## src/rtl/seqc_pkg.sv

```systemverilog
package seqc_pkg;

    typedef enum logic [2:0] {
        ST_IDLE   = 3'd0,
        ST_RUN    = 3'd1,
        ST_IRETRY = 3'd2,
        ST_IWAIT  = 3'd3,
        ST_DRETRY = 3'd4,
        ST_DWAIT  = 3'd5,
        ST_SWOUT  = 3'd6
    } seq_state_e;

    typedef struct packed {
        logic valid;
        logic nack;
        logic defer;
    } rsp_t;

    function automatic logic is_quiet(seq_state_e s);
        return (s == ST_IDLE) || (s == ST_SWOUT);
    endfunction

    function automatic logic at_boundary(seq_state_e s);
        return (s == ST_IDLE) || (s == ST_RUN) || (s == ST_SWOUT);
    endfunction

endpackage

```

## src/rtl/seqc_rsp_stage.sv

```systemverilog
module seqc_rsp_stage
    import seqc_pkg::*;
(
    input  logic clk,
    input  logic rst,
    input  logic waiting,
    input  rsp_t rsp,
    output logic done,
    output logic nack_now,
    output logic stray
);
    logic held_q;
    logic capture;

    assign capture  = waiting && rsp.valid && !rsp.nack && rsp.defer && !held_q;
    assign done     = waiting && (held_q || (rsp.valid && !rsp.nack && !rsp.defer));
    assign nack_now = waiting && !held_q && rsp.valid && rsp.nack;
    assign stray    = rsp.valid && !waiting;

    always_ff @(posedge clk) begin
        if (rst) held_q <= 1'b0;
        else     held_q <= capture;
    end

    // a deferred good response is processed on the following cycle
    a_r5_deferred_done: assert property (@(posedge clk) disable iff (rst)
        capture |=> done);
endmodule

```

## src/rtl/seqc_delay_tmr.sv

```systemverilog
module seqc_delay_tmr #(
    parameter int W = 8
) (
    input  logic         clk,
    input  logic         rst,
    input  logic         load,
    input  logic [W-1:0] load_val,
    input  logic         tick,
    output logic         zero
);
    logic [W-1:0] cnt_q;

    always_ff @(posedge clk) begin
        if (rst)                      cnt_q <= '0;
        else if (load)                cnt_q <= load_val;
        else if (tick && cnt_q != '0) cnt_q <= cnt_q - 1'b1;
    end

    assign zero = (cnt_q == '0);
endmodule

```

## src/rtl/seqc_busy_ctr.sv

```systemverilog
module seqc_busy_ctr #(
    parameter int W = 16
) (
    input  logic         clk,
    input  logic         rst,
    input  logic         en,
    output logic [W-1:0] count
);
    always_ff @(posedge clk) begin
        if (rst)     count <= '0;
        else if (en) count <= count + 1'b1;
    end
endmodule

```

## src/rtl/fetch_mem_sequencer.sv

```systemverilog
module fetch_mem_sequencer
    import seqc_pkg::*;
#(
    parameter int          AW        = 16,
    parameter int          DLY_W     = 8,
    parameter int          BUSY_W    = 16,
    parameter logic [15:0] RESET_PC  = 16'h0100,
    parameter logic [15:0] FAULT_VEC = 16'h0F00,
    parameter int          STEP      = 4
) (
    input  logic              clk,
    input  logic              rst,
    input  logic              act_req,
    input  logic [DLY_W-1:0]  act_delay,
    input  logic              susp_req,
    input  logic              swout_req,
    input  logic              take_req,
    input  logic              take_active,
    input  logic              drain_req,
    output logic              drained,
    input  logic              fetch_fault,
    output logic              if_req_valid,
    output logic [AW-1:0]     if_req_pc,
    input  logic              if_req_accept,
    input  logic              if_retry,
    input  logic              if_resp_valid,
    input  logic              if_resp_nack,
    input  logic              if_resp_defer,
    output logic              exec_strobe,
    input  logic              inst_is_mem,
    input  logic              inst_sc_fail,
    output logic              dm_req_valid,
    input  logic              dm_req_accept,
    input  logic              dm_retry,
    input  logic              dm_resp_valid,
    input  logic              dm_resp_nack,
    input  logic              dm_resp_defer,
    output logic [2:0]        state,
    output logic [BUSY_W-1:0] busy_cycles,
    output logic              proto_err
);
    localparam logic [AW-1:0] PC_INIT  = AW'(RESET_PC);
    localparam logic [AW-1:0] PC_FAULT = AW'(FAULT_VEC);
    localparam logic [AW-1:0] PC_STEP  = AW'(STEP);

    seq_state_e     st_q, st_d;
    logic [AW-1:0]  pc_q, pc_d;
    logic           err_q;
    logic           dly_zero, dly_load;
    logic [DLY_W-1:0] dly_val;
    logic           i_done, i_nack, i_stray;
    logic           d_done, d_nack, d_stray;
    logic           fetch_go, mem_go, bad_cmd;
    rsp_t           if_rsp, dm_rsp;

    assign if_rsp = '{valid: if_resp_valid, nack: if_resp_nack, defer: if_resp_defer};
    assign dm_rsp = '{valid: dm_resp_valid, nack: dm_resp_nack, defer: dm_resp_defer};

    seqc_rsp_stage u_if_rsp (
        .clk(clk), .rst(rst), .waiting(st_q == ST_IWAIT), .rsp(if_rsp),
        .done(i_done), .nack_now(i_nack), .stray(i_stray)
    );

    seqc_rsp_stage u_dm_rsp (
        .clk(clk), .rst(rst), .waiting(st_q == ST_DWAIT), .rsp(dm_rsp),
        .done(d_done), .nack_now(d_nack), .stray(d_stray)
    );

    seqc_delay_tmr #(.W(DLY_W)) u_dly (
        .clk(clk), .rst(rst), .load(dly_load), .load_val(dly_val),
        .tick(st_q == ST_RUN), .zero(dly_zero)
    );

    seqc_busy_ctr #(.W(BUSY_W)) u_busy (
        .clk(clk), .rst(rst), .en(!is_quiet(st_q)), .count(busy_cycles)
    );

    // A fetch starts only in running, with the delay expired and no command pending
    assign fetch_go = (st_q == ST_RUN) && dly_zero && !drain_req && !swout_req && !susp_req;
    assign exec_strobe = i_done && !drain_req;
    assign mem_go = exec_strobe && inst_is_mem && !inst_sc_fail;

    assign if_req_valid = (fetch_go && !fetch_fault)
                        || ((st_q == ST_IRETRY) && if_retry)
                        || i_nack;
    assign dm_req_valid = mem_go
                        || ((st_q == ST_DRETRY) && dm_retry)
                        || d_nack;
    assign if_req_pc = pc_q;
    assign drained   = drain_req && at_boundary(st_q);
    assign state     = st_q;
    assign proto_err = err_q;

    assign bad_cmd = i_stray || d_stray
                   || (if_retry && st_q != ST_IRETRY)
                   || (dm_retry && st_q != ST_DRETRY)
                   || (act_req  && st_q != ST_IDLE)
                   || (susp_req && st_q != ST_RUN);

    always_comb begin
        st_d     = st_q;
        pc_d     = pc_q;
        dly_load = 1'b0;
        dly_val  = '0;
        unique case (st_q)
            ST_IDLE: begin
                if (swout_req) st_d = ST_SWOUT;
                else if (act_req) begin
                    st_d     = ST_RUN;
                    dly_load = 1'b1;
                    dly_val  = act_delay;
                end
            end
            ST_RUN: begin
                if (swout_req)     st_d = ST_SWOUT;
                else if (susp_req) st_d = ST_IDLE;
                else if (fetch_go) begin
                    if (fetch_fault)        pc_d = PC_FAULT;
                    else if (if_req_accept) st_d = ST_IWAIT;
                    else                    st_d = ST_IRETRY;
                end
            end
            ST_IRETRY: begin
                if (if_retry && if_req_accept) st_d = ST_IWAIT;
            end
            ST_IWAIT: begin
                if (i_nack) begin
                    st_d = if_req_accept ? ST_IWAIT : ST_IRETRY;
                end else if (i_done) begin
                    if (drain_req) st_d = ST_RUN;
                    else if (mem_go) st_d = dm_req_accept ? ST_DWAIT : ST_DRETRY;
                    else begin
                        st_d = ST_RUN;
                        pc_d = pc_q + PC_STEP;
                    end
                end
            end
            ST_DRETRY: begin
                if (dm_retry && dm_req_accept) st_d = ST_DWAIT;
            end
            ST_DWAIT: begin
                if (d_nack) begin
                    st_d = dm_req_accept ? ST_DWAIT : ST_DRETRY;
                end else if (d_done) begin
                    st_d = ST_RUN;
                    pc_d = pc_q + PC_STEP;
                end
            end
            ST_SWOUT: begin
                if (take_req) begin
                    st_d     = take_active ? ST_RUN : ST_IDLE;
                    dly_load = 1'b1;
                end
            end
            default: st_d = ST_IDLE;
        endcase
    end

    always_ff @(posedge clk) begin
        if (rst) begin
            st_q  <= ST_IDLE;
            pc_q  <= PC_INIT;
            err_q <= 1'b0;
        end else begin
            st_q  <= st_d;
            pc_q  <= pc_d;
            err_q <= err_q || bad_cmd;
        end
    end

    // an accepted first fetch leads to the fetch-wait state
    a_r3_fetch_accept: assert property (@(posedge clk) disable iff (rst)
        (fetch_go && if_req_valid && if_req_accept) |=> (st_q == ST_IWAIT));
    // a held fetch stays in retry until the port asks for it
    a_r3_retry_hold: assert property (@(posedge clk) disable iff (rst)
        (st_q == ST_IRETRY && !if_retry) |=> (st_q == ST_IRETRY));
    // execution happens only on a fetch response
    a_r6_exec_in_wait: assert property (@(posedge clk) disable iff (rst)
        exec_strobe |-> (st_q == ST_IWAIT));
    // the counter only steps forward or jumps to the handler
    a_r7_pc_moves: assert property (@(posedge clk) disable iff (rst)
        !$stable(pc_q) |-> (pc_q == $past(pc_q) + PC_STEP || pc_q == PC_FAULT));
    // no fetch is offered while drained
    a_r9_drain_quiet: assert property (@(posedge clk) disable iff (rst)
        drained |-> !if_req_valid);
    // the busy count holds in quiet states
    a_r11_busy_hold: assert property (@(posedge clk) disable iff (rst)
        is_quiet(st_q) |=> $stable(busy_cycles));
    // the error flag is sticky
    a_r12_err_sticky: assert property (@(posedge clk) disable iff (rst)
        err_q |=> err_q);
endmodule

```

## config.mk

```make
export PLATFORM = sky130hd
export DESIGN_NAME = fetch_mem_sequencer
export DESIGN_NICKNAME = d
export VERILOG_FILES = /design/src/rtl/seqc_pkg.sv /design/src/rtl/seqc_rsp_stage.sv /design/src/rtl/seqc_delay_tmr.sv /design/src/rtl/seqc_busy_ctr.sv /design/src/rtl/fetch_mem_sequencer.sv
export SDC_FILE = /design/constraint.sdc
export NUM_CORES = 1
export LEC_CHECK = 0
export BUFFER_PORTS_ARGS = -buffer_cell sky130_fd_sc_hd__clkbuf_2
export CORE_MARGIN = 3
export CORE_UTILIZATION = 35
export CTS_BUF_LIST = sky130_fd_sc_hd__clkbuf_4 sky130_fd_sc_hd__clkbuf_8
export DETAILED_ROUTE_END_ITERATION = 7
export PLACE_DENSITY_LB_ADDON = 0.05
export SLEW_MARGIN = 5
export SYNTH_ARGS = -nofsm -noshare
export SYNTH_HDL_FRONTEND = slang
export SYNTH_SLANG_ARGS = --single-unit
```

## constraint.sdc

```tcl
create_clock -name clk -period 1.96 [get_ports clk]
set_input_delay 0.196 -clock clk [delete_from_list [all_inputs] [get_ports clk]]
set_output_delay 0.196 -clock clk [all_outputs]
set_load 0.1 [all_outputs]
```

==> run_results.csv <==
group,metric,value,unit
outcome,status,"complete, but fails checks",
outcome,failed_checks,"setup timing",
global_route,grt_first_pass_wirelength,13300,um
cts,maximum_root_to_sink_buffer_count,2,
synthesis,async_flop_share,0,
cts,numClockSinks,44,
synthesis,synthesis_stage_register_bit_count,44,
drt,detailroute.via_count,3024,
floorplanning,chipHeight,95.3,um
sta,timing.max_slew.rel_slack,0.626,
global_route,grt.busiest_layer,"met2",
cts,clk_transition_reported_paths,0.08,ns
drt,drc_errors,0,
critical_path,critical_path_peak_fanout,16,
drt,drtPass1Iterations,4,
synthesis,syn_inst,352,
global_route,number_of_antenna_violations_at_the_first_check_in_global_routing,0,
synthesis,yosys_warnings,0,
critical_path,arrival_time_of_the_worst_setup_path,1.77,ns
cts,clockRootBuffer,"sky130_fd_sc_hd__clkbuf_8",
cts,clock_latency,0.31,ns
cts,clock_tree_from_tritoncts,"done",
critical_path,worst_setup_start_kind,"flop",
global_route,global_route.usage.met3,0.0260,
critical_path,path_cells,"nand3b_1 > or4_4 > nand2_8 > buf_12",
final_layout,layout.cells.most_common_list,"62 x sky130_fd_sc_hd__clkbuf_2, 43 x sky130_fd_sc_hd__buf_4, 31 x sky130_fd_sc_hd__nor2_1",
drt,drt_iter0_markers,84,
drt,detail_route.wirelength,8340,um
synthesis,yosys-top-cells-area,"sky130_fd_sc_hd__dfxtp_1 32%, sky130_fd_sc_hd__nor2_1 4.6%, sky130_fd_sc_hd__xnor2_1 4.1%",
placed_design,dp.final_hpwl,6090,um
sta,final_critical_path_setup_slack,-0.00364,ns
final_layout,mostFrequentLayoutCell,"sky130_fd_sc_hd__clkbuf_2",
synthesis,syn_area,2790,um^2
sta,finalClockSkew,0.00834,ns
cts,cts-htree-levels,2,
sta,count_of_endpoints_failing_setup_in_the_final_report,1,
global_route,grtUsageTotal,0.182,
flow_run,cap_viol_max_count,0,
sta,maxSlewViolCount,0,
critical_path,worst_path_max_delay_cell,"sky130_fd_sc_hd__or4_4",
cts,numCtsBuffers,5,
drt,detail-route-antenna-nets,0,
final_layout,antenna-diode-count,0,
synthesis,ys_dominant_reg_cell,"sky130_fd_sc_hd__dfxtp_1",
synthesis,yosysUniqueCellTypes,65,
floorplanning,fp.dieArea,9080,um^2
min_path,min-delay-path-class,"in -> reg",
critical_path,critical_path_required,1.76,ns
pwr,power_per_cell_area,1340,nW/um^2
sta,final_min_period_over_clock_period,1.00,
placed_design,gp_congestion,0.850,
floorplanning,fp.dieW,95.3,um
global_route,first_global_vias,2772,
global_route,grt_start_max_net_pins,24,
final_layout,regArea,927,um^2
synthesis,synthDominantCellAreaShare,0.316,
final_layout,final-instance-count-excl-fill,555,
sta,worst-slew-pin-transition,0.559,ns
pwr,worst_ir_drop_vdd,1210,uV
final_layout,fin_nets,488,
pwr,power.total,5.27,mW
critical_path,worst-setup-path-type,"reg -> out",
pwr,leakage,1.57,nW
sta,totalNegativeSetupSlack,-0.00364,ns
synthesis,syn_area_per_cell,7.93,um^2
final_layout,post_route_cells_drive_above_1_share,0.408,
synthesis,synth-seq-area-share,0.316,
global_route,gr_layer_usage_met2,0.306,
floorplanning,std_cell_rows,31,
floorplanning,number_of_top_level_pins,69,
synthesis,yosys.area.top_type,"sky130_fd_sc_hd__dfxtp_1",
global_route,met1_usage,0.241,
final_layout,multiInputGateArea,1970,um^2
floorplanning,initial_utilization,0.373,
critical_path,crit_path_largest_cell_delay,0.60,ns
placed_design,numPortBuffers,66,
critical_path,critPathCaptureType,"output pin",
global_route,gr-total-overflow,0,
sta,rsz0062_at_grt,"yes",
drt,post_drt_via_cell_ratio,5.45,
placed_design,numPlacedInstances,537,
floorplanning,core_area,7490,um^2
final_layout,syn_to_final_growth,41.2,%
synthesis,count_of_flip_flops_with_a_built_in_enable_after_synthesis,0,
sta,max_freq,509,MHz
sta,timing.final.crit_period,1.96,ns
final_layout,fillers,744,
drt,route.detailed.wl_per_inst,15.0,um
sta,timing.final.hold_violations,0,
==> stage by stage <==
step                 util  hold WS, ns  area, um^2  setup slack [ns]
floorplan               -        0.274        2920           -0.0800
global placement    0.481        0.396        3600            0.0248
detailed placement  0.481        0.404        3600           -0.0474
CTS                 0.496       0.0772        3720           -0.0256
global route        0.527       0.0877        3940           -0.0517
finish              0.527       0.0855        3940          -0.00364
==> layer usage <==
| metal | share of wire | up-vias |
|---|---|---|
| li1 | - | 1512 |
| met1 | 0.46 | 1450 |
| met2 | 0.49 | 55 |
| met3 | 0.038 | 7 |
| met4 | 0.0098 | 0 |
| met5 | 0 | - |
==> worst max-delay path, delay by kind of cell (launching register included) <==
kind                   cells  cell delay (ns)
and+or+nand+nor            3             0.83
DFF                        1             0.47
buffers and inverters      1             0.16
==> cell families (layout without fill, tap and decap cells) <==
family / after synthesis / count (layout) / share of synthesized area
compound gates: 87 / 87 / 0.216
flops: 44 / 44 / 0.316
xor+xnor: 16 / 16 / 0.0502
fa+ha+maj: 4 / 4 / 0.0179
mux: 7 / 7 / 0.0260
other cells: 1 / 2 / 0.00134
simple gates: 155 / 156 / 0.314
buf+inv: 38 / 140 / 0.0596
==> synth_stat cells, drive strengths merged (9+ instances only) <==
library cell	n
dfxtp	44
nor2	34
nand2	27
a21oi	22
inv	17
nor3	17
buf	14
o21ai	13
xnor2	13
nor4	11
nand3	10
a31oi	9
or3	9
==> final timing paths <==
kind	startpoint	endpoint	slack (ns)	depth (start not counted)
max	state[0]	dm_req_valid	-0.004	4
max reg2reg	state[2]	if_req_pc[9]	0.04	6
min	if_resp_nack	u_if_rsp.held_q	0.09	2
min reg2reg	u_busy.count[1]	u_busy.count[1]	0.49	2
==> sequential cells by signal, indices dropped and copies added (netlist names) <==
register and count:
u_dm_rsp.held_q 1, u_busy.count 16, state 3, u_dly.cnt_q 8, u_if_rsp.held_q 1, if_req_pc 14, proto_err 1
==> final cells by class <==
| class | instances | area share |
|---|---|---|
| repair buffers | 115 | 0.196 |
| flip-flops and latches | 44 | 0.235 |
| clock buffers | 6 | 0.0194 |
| well taps | 99 | 0.0314 |
| multi-input cells | 272 | 0.499 |
| inverters | 17 | 0.0162 |
| clock inverters | 2 | 0.00286 |
==> timing repair <==
item / CTS / global route
hold buffers: 0 / 0
cloned: 0 / 1
pin swaps: 2 / 15
gates resized for setup: 6 / 35
setup endpoints to repair: 6 / 21
setup buffers: 0 / 9
==> power by group <==
part	switching (mW)	internal, mW	leakage [nW]
sequential	0.168	1.06	0.369
combinational	1.94	1.49	1.15
clock	0.341	0.265	0.0489
(Power assumes the default switching activity.)
